## config.mk

```make
export PLATFORM = sky130hd
export DESIGN_NAME = dram_cmd_sched
export DESIGN_NICKNAME = d
export VERILOG_FILES = /design/src/rtl/sched_pkg.sv /design/src/rtl/sched_store.sv /design/src/rtl/sched_ctrl.sv /design/src/rtl/dram_cmd_sched.sv
export SDC_FILE = /design/constraint.sdc
export NUM_CORES = 1
export LEC_CHECK = 0
export BUFFER_PORTS_ARGS = -buffer_cell sky130_fd_sc_hd__buf_2
export CAP_MARGIN = 15
export CORE_MARGIN = 4
export CORE_UTILIZATION = 60
export DETAILED_ROUTE_END_ITERATION = 12
export PLACE_DENSITY = 0.87
export SLEW_MARGIN = 25
export SYNTH_ARGS = -nofsm -noshare
export SYNTH_HDL_FRONTEND = slang
export SYNTH_SLANG_ARGS = --single-unit
```

## constraint.sdc

```tcl
create_clock -name clk -period 20.4 [get_ports clk]
set_clock_uncertainty 0.05 [all_clocks]
set_input_delay 1.02 -clock clk [delete_from_list [all_inputs] [get_ports clk]]
set_output_delay 1.02 -clock clk [all_outputs]
set_load 0.01 [all_outputs]
```

## src/rtl/sched_pkg.sv

```systemverilog
package sched_pkg;

  typedef enum logic [1:0] {
    CMD_ACT = 2'd0,
    CMD_PRE = 2'd1,
    CMD_RD  = 2'd2,
    CMD_WR  = 2'd3
  } cmd_kind_e;

  // Strobes from the control module to the datapath for the command issued
  // at the coming clock edge.
  typedef struct packed {
    logic doAct;
    logic doPre;
    logic doCol;
    logic doWrite;
  } sched_strobe_t;

endpackage

```

## src/rtl/sched_store.sv

```systemverilog
module sched_store
  import sched_pkg::*;
#(
  parameter int NUM_ENTRIES = 4,
  parameter int NUM_BANKS   = 4,
  parameter int ROW_W       = 8,
  parameter int COL_W       = 6,
  parameter int AGE_W       = 16,
  parameter int T_RC        = 6,
  parameter int T_WTR       = 3,
  localparam int BANK_W     = $clog2(NUM_BANKS),
  localparam int IDX_W      = $clog2(NUM_ENTRIES),
  localparam int RC_W       = $clog2(T_RC + 1),
  localparam int WTR_W      = $clog2(T_WTR + 1)
) (
  input  logic                               clk,
  input  logic                               rstN,
  input  logic                               reqValid,
  input  logic [BANK_W-1:0]                  reqBank,
  input  logic [ROW_W-1:0]                   reqRow,
  input  logic [COL_W-1:0]                   reqCol,
  input  logic                               reqWrite,
  output logic                               reqReady,
  input  sched_strobe_t                      strobe,
  input  logic [IDX_W-1:0]                   selIdx,
  input  logic [BANK_W-1:0]                  selBank,
  output logic [NUM_ENTRIES-1:0]             entValid,
  output logic [NUM_ENTRIES-1:0][BANK_W-1:0] entBank,
  output logic [NUM_ENTRIES-1:0][ROW_W-1:0]  entRow,
  output logic [NUM_ENTRIES-1:0][COL_W-1:0]  entCol,
  output logic [NUM_ENTRIES-1:0]             entWrite,
  output logic [NUM_ENTRIES-1:0][AGE_W-1:0]  entAge,
  output logic [NUM_BANKS-1:0]               bankOpen,
  output logic [NUM_BANKS-1:0][ROW_W-1:0]    openRow,
  output logic [NUM_BANKS-1:0]               rcIdle,
  output logic                               wtrIdle
);

  logic [NUM_BANKS-1:0][RC_W-1:0] rcCnt;
  logic [WTR_W-1:0]               wtrCnt;
  logic [AGE_W-1:0]               ageCtr;
  logic [IDX_W-1:0]               freeIdx;
  logic                           anyFree;

  // Lowest free slot receives the next request.
  always_comb begin
    anyFree = 1'b0;
    freeIdx = '0;
    for (int i = NUM_ENTRIES - 1; i >= 0; i--) begin
      if (!entValid[i]) begin
        anyFree = 1'b1;
        freeIdx = IDX_W'(i);
      end
    end
  end

  assign reqReady = anyFree;

  always_comb begin
    for (int b = 0; b < NUM_BANKS; b++) rcIdle[b] = (rcCnt[b] == '0);
  end

  assign wtrIdle = (wtrCnt == '0);

  always_ff @(posedge clk) begin
    if (!rstN) begin
      entValid <= '0;
      entBank  <= '0;
      entRow   <= '0;
      entCol   <= '0;
      entWrite <= '0;
      entAge   <= '0;
      bankOpen <= '0;
      openRow  <= '0;
      rcCnt    <= '0;
      wtrCnt   <= '0;
      ageCtr   <= '0;
    end else begin
      if (strobe.doCol) entValid[selIdx] <= 1'b0;
      if (reqValid && anyFree) begin
        entValid[freeIdx] <= 1'b1;
        entBank[freeIdx]  <= reqBank;
        entRow[freeIdx]   <= reqRow;
        entCol[freeIdx]   <= reqCol;
        entWrite[freeIdx] <= reqWrite;
        entAge[freeIdx]   <= ageCtr;
        ageCtr            <= ageCtr + 1'b1;
      end
      if (strobe.doAct) begin
        bankOpen[selBank] <= 1'b1;
        openRow[selBank]  <= entRow[selIdx];
      end
      if (strobe.doPre) bankOpen[selBank] <= 1'b0;
      for (int b = 0; b < NUM_BANKS; b++) begin
        if (strobe.doAct && selBank == BANK_W'(b)) rcCnt[b] <= RC_W'(T_RC - 1);
        else if (rcCnt[b] != '0)                    rcCnt[b] <= rcCnt[b] - 1'b1;
      end
      if (strobe.doCol && strobe.doWrite) wtrCnt <= WTR_W'(T_WTR - 1);
      else if (wtrCnt != '0)              wtrCnt <= wtrCnt - 1'b1;
    end
  end

  assert_act_spacing_R9: assert property (@(posedge clk) disable iff (!rstN)
    strobe.doAct |-> rcCnt[selBank] == '0);

  assert_read_after_write_R10: assert property (@(posedge clk) disable iff (!rstN)
    (strobe.doCol && !strobe.doWrite) |-> wtrCnt == '0);

  assert_act_closed_bank_R6: assert property (@(posedge clk) disable iff (!rstN)
    strobe.doAct |-> !bankOpen[selBank]);

  assert_column_hits_open_row_R3: assert property (@(posedge clk) disable iff (!rstN)
    strobe.doCol |-> (entValid[selIdx] && bankOpen[selBank] &&
                      entBank[selIdx] == selBank && openRow[selBank] == entRow[selIdx]));

  assert_accept_fills_R11: assert property (@(posedge clk) disable iff (!rstN)
    (reqValid && reqReady) |=> entValid != '0);

endmodule

```

## src/rtl/sched_ctrl.sv

```systemverilog
module sched_ctrl
  import sched_pkg::*;
#(
  parameter int NUM_ENTRIES = 4,
  parameter int NUM_BANKS   = 4,
  parameter int ROW_W       = 8,
  parameter int COL_W       = 6,
  parameter int AGE_W       = 16,
  localparam int BANK_W     = $clog2(NUM_BANKS),
  localparam int IDX_W      = $clog2(NUM_ENTRIES)
) (
  input  logic                               clk,
  input  logic                               rstN,
  input  logic                               closedMode,
  input  logic [NUM_ENTRIES-1:0]             entValid,
  input  logic [NUM_ENTRIES-1:0][BANK_W-1:0] entBank,
  input  logic [NUM_ENTRIES-1:0][ROW_W-1:0]  entRow,
  input  logic [NUM_ENTRIES-1:0][COL_W-1:0]  entCol,
  input  logic [NUM_ENTRIES-1:0]             entWrite,
  input  logic [NUM_ENTRIES-1:0][AGE_W-1:0]  entAge,
  input  logic [NUM_BANKS-1:0]               bankOpen,
  input  logic [NUM_BANKS-1:0][ROW_W-1:0]    openRow,
  input  logic [NUM_BANKS-1:0]               rcIdle,
  input  logic                               wtrIdle,
  output sched_strobe_t                      strobe,
  output logic [IDX_W-1:0]                   selIdx,
  output logic [BANK_W-1:0]                  selBank,
  output logic                               cmdValid,
  output cmd_kind_e                          cmdKind,
  output logic [ROW_W-1:0]                   cmdRow,
  output logic [COL_W-1:0]                   cmdCol
);

  logic [NUM_BANKS-1:0]   hitAny;
  logic [NUM_ENTRIES-1:0] hitE, colOk, actOk, preOk;
  logic                   colFound, rowFound, idleFound;
  logic [IDX_W-1:0]       colIdx, rowIdx;
  logic [AGE_W-1:0]       colAge, rowAge;
  logic [BANK_W-1:0]      idleBank;

  // Wrap-tolerant age compare: a is older than b.
  function automatic logic older(input logic [AGE_W-1:0] a, input logic [AGE_W-1:0] b);
    logic [AGE_W-1:0] d;
    d = a - b;
    return d[AGE_W-1];
  endfunction

  always_comb begin
    hitAny = '0;
    hitE   = '0;
    for (int i = 0; i < NUM_ENTRIES; i++) begin
      hitE[i] = entValid[i] && bankOpen[entBank[i]] && (openRow[entBank[i]] == entRow[i]);
      if (hitE[i]) hitAny[entBank[i]] = 1'b1;
    end
  end

  always_comb begin
    for (int i = 0; i < NUM_ENTRIES; i++) begin
      colOk[i] = hitE[i] && (entWrite[i] || wtrIdle);
      actOk[i] = entValid[i] && !bankOpen[entBank[i]] && rcIdle[entBank[i]];
      preOk[i] = entValid[i] && bankOpen[entBank[i]] && !hitAny[entBank[i]];
    end
  end

  always_comb begin
    colFound = 1'b0;
    colIdx   = '0;
    colAge   = '0;
    rowFound = 1'b0;
    rowIdx   = '0;
    rowAge   = '0;
    for (int i = 0; i < NUM_ENTRIES; i++) begin
      if (colOk[i] && (!colFound || older(entAge[i], colAge))) begin
        colFound = 1'b1;
        colIdx   = IDX_W'(i);
        colAge   = entAge[i];
      end
      if ((actOk[i] || preOk[i]) && (!rowFound || older(entAge[i], rowAge))) begin
        rowFound = 1'b1;
        rowIdx   = IDX_W'(i);
        rowAge   = entAge[i];
      end
    end
    idleFound = 1'b0;
    idleBank  = '0;
    for (int b = NUM_BANKS - 1; b >= 0; b--) begin
      if (closedMode && bankOpen[b] && !hitAny[b]) begin
        idleFound = 1'b1;
        idleBank  = BANK_W'(b);
      end
    end
  end

  always_comb begin
    strobe   = '0;
    selIdx   = '0;
    selBank  = '0;
    cmdValid = 1'b0;
    cmdKind  = CMD_ACT;
    cmdRow   = '0;
    cmdCol   = '0;
    if (colFound) begin
      selIdx         = colIdx;
      selBank        = entBank[colIdx];
      strobe.doCol   = 1'b1;
      strobe.doWrite = entWrite[colIdx];
      cmdValid       = 1'b1;
      cmdKind        = entWrite[colIdx] ? CMD_WR : CMD_RD;
      cmdRow         = entRow[colIdx];
      cmdCol         = entCol[colIdx];
    end else if (rowFound) begin
      selIdx   = rowIdx;
      selBank  = entBank[rowIdx];
      cmdValid = 1'b1;
      if (actOk[rowIdx]) begin
        strobe.doAct = 1'b1;
        cmdKind      = CMD_ACT;
        cmdRow       = entRow[rowIdx];
      end else begin
        strobe.doPre = 1'b1;
        cmdKind      = CMD_PRE;
      end
    end else if (idleFound) begin
      selBank      = idleBank;
      strobe.doPre = 1'b1;
      cmdValid     = 1'b1;
      cmdKind      = CMD_PRE;
    end
  end

  assert_single_command_R2: assert property (@(posedge clk) disable iff (!rstN)
    $onehot0({strobe.doAct, strobe.doPre, strobe.doCol}));

endmodule

```

## src/rtl/dram_cmd_sched.sv

```systemverilog
module dram_cmd_sched
  import sched_pkg::*;
#(
  parameter int NUM_ENTRIES = 4,
  parameter int NUM_BANKS   = 4,
  parameter int ROW_W       = 8,
  parameter int COL_W       = 6,
  parameter int AGE_W       = 16,
  parameter int T_RC        = 6,
  parameter int T_WTR       = 3,
  localparam int BANK_W     = $clog2(NUM_BANKS),
  localparam int IDX_W      = $clog2(NUM_ENTRIES)
) (
  input  logic              clk,
  input  logic              rstN,
  input  logic              closedMode,
  input  logic              reqValid,
  input  logic [BANK_W-1:0] reqBank,
  input  logic [ROW_W-1:0]  reqRow,
  input  logic [COL_W-1:0]  reqCol,
  input  logic              reqWrite,
  output logic              reqReady,
  output logic              cmdValid,
  output logic [1:0]        cmdKind,
  output logic [BANK_W-1:0] cmdBank,
  output logic [ROW_W-1:0]  cmdRow,
  output logic [COL_W-1:0]  cmdCol
);

  sched_strobe_t                      strobe;
  logic [IDX_W-1:0]                   selIdx;
  logic [BANK_W-1:0]                  selBank;
  logic [NUM_ENTRIES-1:0]             entValid;
  logic [NUM_ENTRIES-1:0][BANK_W-1:0] entBank;
  logic [NUM_ENTRIES-1:0][ROW_W-1:0]  entRow;
  logic [NUM_ENTRIES-1:0][COL_W-1:0]  entCol;
  logic [NUM_ENTRIES-1:0]             entWrite;
  logic [NUM_ENTRIES-1:0][AGE_W-1:0]  entAge;
  logic [NUM_BANKS-1:0]               bankOpen;
  logic [NUM_BANKS-1:0][ROW_W-1:0]    openRow;
  logic [NUM_BANKS-1:0]               rcIdle;
  logic                               wtrIdle;
  cmd_kind_e                          kind;

  sched_store #(
    .NUM_ENTRIES(NUM_ENTRIES), .NUM_BANKS(NUM_BANKS), .ROW_W(ROW_W), .COL_W(COL_W),
    .AGE_W(AGE_W), .T_RC(T_RC), .T_WTR(T_WTR)
  ) u_store (
    .clk(clk), .rstN(rstN),
    .reqValid(reqValid), .reqBank(reqBank), .reqRow(reqRow), .reqCol(reqCol),
    .reqWrite(reqWrite), .reqReady(reqReady),
    .strobe(strobe), .selIdx(selIdx), .selBank(selBank),
    .entValid(entValid), .entBank(entBank), .entRow(entRow), .entCol(entCol),
    .entWrite(entWrite), .entAge(entAge),
    .bankOpen(bankOpen), .openRow(openRow), .rcIdle(rcIdle), .wtrIdle(wtrIdle)
  );

  sched_ctrl #(
    .NUM_ENTRIES(NUM_ENTRIES), .NUM_BANKS(NUM_BANKS), .ROW_W(ROW_W), .COL_W(COL_W),
    .AGE_W(AGE_W)
  ) u_ctrl (
    .clk(clk), .rstN(rstN), .closedMode(closedMode),
    .entValid(entValid), .entBank(entBank), .entRow(entRow), .entCol(entCol),
    .entWrite(entWrite), .entAge(entAge),
    .bankOpen(bankOpen), .openRow(openRow), .rcIdle(rcIdle), .wtrIdle(wtrIdle),
    .strobe(strobe), .selIdx(selIdx), .selBank(selBank),
    .cmdValid(cmdValid), .cmdKind(kind), .cmdRow(cmdRow), .cmdCol(cmdCol)
  );

  assign cmdKind = kind;
  assign cmdBank = selBank;

endmodule

```

Yosys cells after proc, flatten, opt, wreduce, memory -nomap -nowiden
Index checks and enable logic that the tools add are counted.
{"block": "totals", "ff_bits": 202, "latchBits": 0, "ramBits": 0, "rom_bits": 0, "in_bits": 21, "output_inout_bits": 20, "wordCells": 340, "mem_count": 0}
{"block": "op_classes", "add_sub_neg": 12, "multipliers": 0, "div_mod_pow": 0, "n_lt_le_gt_ge": 16, "eq_ne": 7, "shifts": 0, "n_mux": 157, "bitwise": 10, "reduce_logical": 104}
{"operator": "$bmux 8 s2", "n": 7}
{"operator": "$mux 16", "n": 7}
{"operator": "$mux 8", "n": 12}
{"operator": "$sub 16x16->16", "n": 6}
{"operator": "$bwmux 32", "n": 2}
{"operator": "$bwmux 64", "n": 1}
{"operator": "$mux 2", "n": 26}
{"operator": "$logic_and 1x1->1", "n": 51}
{"operator": "$mux 1", "n": 49}
{"operator": "$mux 4", "n": 10}
{"operator": "$demux 16 s2", "n": 1}
{"operator": "$demux 8 s2", "n": 2}
{"operator": "$eq 8x8->1", "n": 4}
{"operator": "$bmux 1 s2", "n": 14}
{"operator": "$lt 2x3->1 const B", "n": 9}
{"operator": "$bwmux 24", "n": 1}
{"operator": "$mux 3", "n": 8}
{"operator": "$or 4x4->4", "n": 5}
{"operator": "$logic_not 1->1", "n": 18}
{"operator": "$mux 6", "n": 3}
{"operator": "$add 16x1->16 const B", "n": 1}
{"operator": "$demux 1 s2", "n": 7}
{"operator": "$ge 2x1->1 const B", "n": 7}
{"operator": "$logic_or 1x1->1", "n": 14}
{"operator": "other kinds (18)", "n": 41}

Depth between registers and ports, before layout
{"block": "logic_depth", "word_depth": 42, "depth_mapped": 61, "mapped_depth_nobuf": 50}

By module
Synthesis repeated with hierarchy kept, for this count alone.
{"block": "unflattened", "cells_unflattened": 1836, "area_unflattened_um2": 14201.1}
{"module": "sched_store", "n_inst": 1, "cells_each": 868, "area_per_inst_um2": 7433.4, "seq_area_each_um2": 4043.9}
{"module": "sched_ctrl", "n_inst": 1, "cells_each": 968, "area_per_inst_um2": 6767.7, "seq_area_each_um2": 0.0}

Least setup slack after synthesis
OpenSTA, ideal clock, no wires.
{"block": "synth_timing", "kind": "register to output", "from": "reg u_store.entBank[2] (netlist name)", "to": "out cmdRow[5]", "arrival_ns": 11.261, "required_ns": 19.330, "slack_ns": 8.069, "path_stages_with_launch": 57, "path_buffers": 10, "path_cell_list": "dfxtp_1 buf_2 mux4_2 xnor2_1 nor2_1 o211ai_1 nor2_1 a2111oi_0 o21ai_0 nand3_1 clkbuf_1 clkbuf_1 nand2_1 ha_1 a2111oi_0 a21oi_1 a211oi_1 xnor2_1 [... 21 more ...] clkbuf_1 o21ai_0 ha_1 a21oi_1 nor2b_1 o21ai_0 nand2b_1 a21oi_1 o221ai_1 nand2b_1 a21oi_1 a311o_1 or2_2 clkbuf_1 clkbuf_1 nor2_1 a21oi_1 o22ai_1"}
{"block": "synth_via", "elab_chain_cells": 33, "elab_cells_between_ends": 92, "cone_classes": "add/sub (5); order compare (2); eq/ne (1); mux (46); bitwise (3); reduce/logical (35)"}
{"item": "start: declaration", "line_no": "sched_store.sv:28", "rtl": "output logic [NUM_ENTRIES-1:0][BANK_W-1:0] entBank,"}
{"item": "start signal: indexed assignment", "line_no": "sched_store.sv:82", "rtl": "entBank[freeIdx] <= reqBank;"}
{"item": "$lt 2x3->1 (not written as such) or $ge 2x1->1 (tied branches)", "line_no": "sched_ctrl.sv:53", "rtl": "if (hitE[i]) hitAny[entBank[i]] = 1'b1;"}
{"item": "$logic_and 1x1->1 (not written as such)", "line_no": "sched_ctrl.sv:53"}
{"item": "$mux 1 (not written as such)", "line_no": "sched_ctrl.sv:53"}
{"item": "$demux 1 s2"}
{"item": "$or 4x4->4 (no source line)"}
{"item": "$mux 4", "line_no": "sched_ctrl.sv:53"}
{"item": "$or 4x4->4 (no source line)"}
{"item": "$mux 4", "line_no": "sched_ctrl.sv:53"}
{"item": "[... 17 more ...]"}
{"item": "$logic_or 1x1->1", "line_no": "sched_ctrl.sv:78", "rtl": "if ((actOk[i] || preOk[i]) && (!rowFound || older(entAge[i], rowAge))) begin"}
{"item": "$logic_and 1x1->1", "line_no": "sched_ctrl.sv:78"}
{"item": "$mux 2", "line_no": "sched_ctrl.sv:78"}
{"item": "$bmux 8 s2 or $bmux 1 s2 (tied branches)", "line_no": "sched_ctrl.sv:118, sched_ctrl.sv:115"}
{"item": "$mux 8 (not written as such) or $mux 1 (tied branches)", "line_no": "sched_ctrl.sv:118, sched_ctrl.sv:115"}
{"item": "$mux 8", "line_no": "sched_ctrl.sv:115", "rtl": "if (actOk[rowIdx]) begin"}
{"item": "$mux 8", "line_no": "sched_ctrl.sv:111", "rtl": "end else if (rowFound) begin"}
{"item": "$mux 8 (*)", "line_no": "sched_ctrl.sv:102", "rtl": "if (colFound) begin"}
{"item": "end: declaration", "line_no": "dram_cmd_sched.sv:26", "rtl": "output logic [ROW_W-1:0] cmdRow,"}
Mark *: on every way between the ends. The rest lies on a longest branch, timed or not. The select of a mux whose other input is x is not followed.

Worst setup path after layout
{"block": "layout_timing", "from": "reg u_store.entBank[4] (netlist name)", "to": "out cmdBank[0]"}
{"block": "layout_via", "elab_chain_cells": 30, "elab_cells_between_ends": 97, "cone_classes": "add/sub (4); order compare (2); eq/ne (1); mux (48); bitwise (2); reduce/logical (40)"}
{"item": "$lt 2x3->1 (not written as such) or $ge 2x1->1 (tied branches)", "line_no": "sched_ctrl.sv:53"}
{"item": "$logic_and 1x1->1 (not written as such)", "line_no": "sched_ctrl.sv:53"}
{"item": "$mux 1 (not written as such)", "line_no": "sched_ctrl.sv:53"}
{"item": "$demux 1 s2"}
{"item": "$or 4x4->4 (no source line)"}
{"item": "$mux 4", "line_no": "sched_ctrl.sv:53"}
{"item": "$or 4x4->4 (no source line)"}
{"item": "$mux 4", "line_no": "sched_ctrl.sv:53"}
{"item": "[... 14 more ...]"}
{"item": "$sub 16x16->16 or $logic_not 1->1 (tied branches)", "line_no": "sched_ctrl.sv:44, sched_ctrl.sv:78"}
{"item": "$logic_or 1x1->1", "line_no": "sched_ctrl.sv:78"}
{"item": "$logic_and 1x1->1", "line_no": "sched_ctrl.sv:78"}
{"item": "$mux 2", "line_no": "sched_ctrl.sv:78"}
{"item": "$bmux 2 s2", "line_no": "sched_ctrl.sv:113", "rtl": "selBank = entBank[rowIdx];"}
{"item": "$mux 2 (not written as such)", "line_no": "sched_ctrl.sv:113"}
{"item": "$mux 2", "line_no": "sched_ctrl.sv:111"}
{"item": "$mux 2 (*)", "line_no": "sched_ctrl.sv:102"}
{"item": "end: declaration", "line_no": "dram_cmd_sched.sv:25", "rtl": "output logic [BANK_W-1:0] cmdBank,"}
Marked as above.

==> results.json <==
{
  "rr_worst_depth": 53,
  "antenna_found_initial": 0,
  "synth_edf_count": 0,
  "cts_resized": 0,
  "yosysTopAreaCell": "dfxtp_1",
  "die_h_um": 164.1,
  "die_w_um": 164.1,
  "nets": 2009,
  "critical_path_arrival_ns": 14.95,
  "portBuffers": 40,
  "grt.met1_usage_pct": 47.94,
  "yosysMostFrequentCell": "nand2_1",
  "die_area_sq_mm": 0.02691,
  "clockBufferDepth": 3,
  "synth-seq-area-share_pct": 27.68,
  "placed_area_sq_mm": 0.01483,
  "stdcell_area_sq_mm": 0.01564,
  "pin_count": 41,
  "cts_root_buf": "clkbuf_16",
  "crit_path_start_kind": "flip-flop",
  "n_antenna_cell": 0,
  "hold-path-cell-count": 2,
  "outcome": "finished, final reports clean",
  "met3_usage_pct": 7.051,
  "grt_max_degree": 104,
  "leakage_nw": 5.788,
  "syn-num-nets": 2062,
  "r2r_end": "u_store.rcCnt[7]$_SDFFE_PP0N_",
  "synth.top_cell.area_share_pct": 27.68,
  "dp.cells": 2188,
  "r2r_start": "u_store.entBank[4]$_SDFFE_PN0P_",
  "hpwl_um": 34010,
  "max_slew_margin_pct": 20.16,
  "initial_core_util_pct": 61.70,
  "gp_congestion": 1.031,
  "required_ns": 19.33,
  "track_usage_pct": 35.28,
  "drt_iter0_markers": 1807,
  "ant_nets": 0,
  "synthTopCellsByCount": "nand2_1 (392), a21oi_1 (268), dfxtp_1 (202)",
  "clkSinkCount": 202,
  "worstHoldStart": "u_store.entCol[20]$_SDFFE_PN0P_",
  "drive_above_1_share_pct": 9.780,
  "async_reset_ff_share_pct": 0,
  "grt_pass1_vias": 13950,
  "fin_crit_ns": 16.02,
  "slew_violations": 0,
  "fillers": 2064,
  "finalCritPeriodShare_pct": 78.55,
  "synthesis.yosys.warnings": 0,
  "hold_viol_final": 0,
  "critPathSlowestCell": "nor4_1",
  "vias_per_cell": 6.689,
  "wl_per_cell_um": 21.69,
  "area_delta_synth_final_pct": 7.048,
  "synth_area_sq_mm": 0.01461,
  "grt-ovfl-total": 0,
  "worstHoldEndpoint": "u_store.entCol[20]$_SDFFE_PN0P_",
  "cts_inserted_buffers": 23,
  "syn_inst": 1948,
  "vias": 14920,
  "slowest_delay_ns": 1.01,
  "rows": 56,
  "avgSynthCellArea_sq_um": 7.501,
  "wirelength_um": 48400,
  "firstDrtPassIters": 6,
  "finalSetupTns_ns": 0,
  "cts_tree": "done",
  "tightestPinTransition_ns": 1.187,
  "grt_first_pass_wirelength_um": 75560,
  "busiest_layer": "met2",
  "ys_top_cells_by_area": "dfxtp_1 (28%), nand2_1 (10%), a21oi_1 (9.2%)",
  "h-tree-depth": 1,
  "coreArea_sq_mm": 0.02368,
  "met2_usage_pct": 55.98,
  "endpoint_kind": "output pin",
  "synthDistinctLibCells": 91,
  "synth_flop_cell": "dfxtp_1",
  "cts_hold_buf": 0,
  "ys_seq_elements": 202,
  "cts_setup_buffers": 0,
  "holdCritPathClass": "reg -> reg",
  "setup_viol": 0,
  "clk_latency_ns": 0.55,
  "vdd_drop_max_mv": 0.07989,
  "crit_type": "reg -> out",
  "drv_cap": 0,
  "ff2ff_setup_slack_ns": 5.45,
  "drc": 0,
  "path_max_fanout": 38,
  "rsz0062_at_grt": "false",
  "max_freq_mhz": 62.40,
  "powerDensity_mw_per_mm2": 72.40,
  "path_clk_slew_ns": 0.06,
  "final_cells": 2231
}
==> stage by stage <==
stage / total power [mW] / hold slack (ns) / utilization [%] / worst slack, ns
floorplan: 0.6274 / 0.3829 / - / 8.069
global placement: 0.6844 / 0.3883 / 62.61 / 5.784
detailed placement: 0.6913 / 0.3966 / 62.61 / 5.383
CTS: 1.127 / 0.4056 / 65.99 / 4.760
global route: 1.176 / 0.4248 / 66.05 / 3.467
finish: 1.132 / 0.4047 / 66.05 / 4.375
==> routing by layer <==
metal  vias up  part of all wire [%]
met4         0                   4.0
met5         -                     0
met1      6965                    40
met3       158                    12
li1       6864                     -
met2       936                    44
==> worst max-delay path, delay by kind of cell, from the launching register on <==
| kind | cells | cell delay, ns |
|---|---|---|
| AOI/OAI and AO/OA | 25 | 5.59 |
| xor gates and xnor gates | 2 | 0.31 |
| adders and majority gates | 3 | 0.88 |
| buffers and inverters | 6 | 2.45 |
| DFF | 1 | 0.32 |
| muxes | 2 | 0.64 |
| and+or+nand+nor | 14 | 4.17 |
==> worst max-delay path by stage <==
| stage | start | to | slack [ns] | cells after the start |
|---|---|---|---|---|
| after floorplan | u_store.entBank[2]$_SDFFE_PN0P_ | cmdRow[5] | 8.07 | 56 |
| after global placement | u_store.entBank[2]$_SDFFE_PN0P_ | cmdBank[0] | 5.78 | 51 |
| after detailed placement | u_store.entBank[2]$_SDFFE_PN0P_ | cmdBank[0] | 5.38 | 51 |
| after CTS | u_store.entBank[2]$_SDFFE_PN0P_ | cmdBank[0] | 4.76 | 51 |
| after global routing | u_store.entBank[6]$_SDFFE_PN0P_ | cmdBank[0] | 3.47 | 52 |
| final | u_store.entBank[4]$_SDFFE_PN0P_ | cmdBank[0] | 4.38 | 52 |
==> cells by family (layout without fill, tap and decap cells) <==
kind of cell	count (synthesis)	after routing	synth area share, %
xor gates and xnor gates	66	66	3.956
muxes	83	83	8.118
DFF	202	202	27.68
AOI/OAI and AO/OA	560	560	23.79
adders and majority gates	93	93	7.964
buffers and inverters	199	163	5.446
and+or+nand+nor	745	745	23.05
==> layout by cell type (no fill, tap or decap), types with 7 or more instances in the layout <==
cell       Yosys  final
nand3_1       17     17
buf_2         15     40
o21ai_1       11     11
a2111oi_0      9      8
nor3_1        20     18
a211o_1       22     22
o211ai_1      25     25
buf_4          4     23
xnor2_1       53     53
xor2_1        13     13
o21ai_0       83     83
nand4_1       59     59
a21o_1        20     20
nor2b_1       13     12
nor4_1        13     13
a21oi_1      268    268
a211oi_1      16     16
mux2_2        17     17
and3_1        13     13
clkbuf_16      0     23
nor3b_1        8      7
mux2i_1       38     38
o22ai_1       11     11
nand2b_1      19     19
nor2_1       145    143
nand2_1      392    392
o21a_1        15     15
ha_1          93     93
or2_2          7      7
a31oi_1       14     14
dfxtp_1      202    201
inv_1         55     55
mux4_2        26     26
or3_1          9      9
==> area by class of cell <==
cell class                      count  area, sq um  share of cell area [%]
Tap cell                          319        399.1                   2.552
Clock inverter                     15        190.2                   1.216
Sequential cell                   202         4045                   25.86
Inverter                           58        222.7                   1.424
Multi-Input combinational cell   1547         9801                   62.66
Clock buffer                       27        610.6                   3.904
Timing Repair Buffer               63        372.9                   2.384
==> power by group <==
part | internal, mW | switching [mW] | total, mW
clock network | 0.256 | 0.182 | 0.439
logic | 0.0907 | 0.175 | 0.266
registers | 0.411 | 0.0163 | 0.428
==> flip-flops by register name (all words and copies together), names as in the netlist <==
name	count
u_store.entBank	8
u_store.entCol	24
u_store.entRow	32
u_store.bankOpen	4
u_store.ageCtr	16
u_store.entAge	64
u_store.wtrCnt	2
u_store.rcCnt	12
u_store.openRow	32
u_store.entValid	4
u_store.entWrite	4
Note: power is estimated with default switching activity, not from simulation.
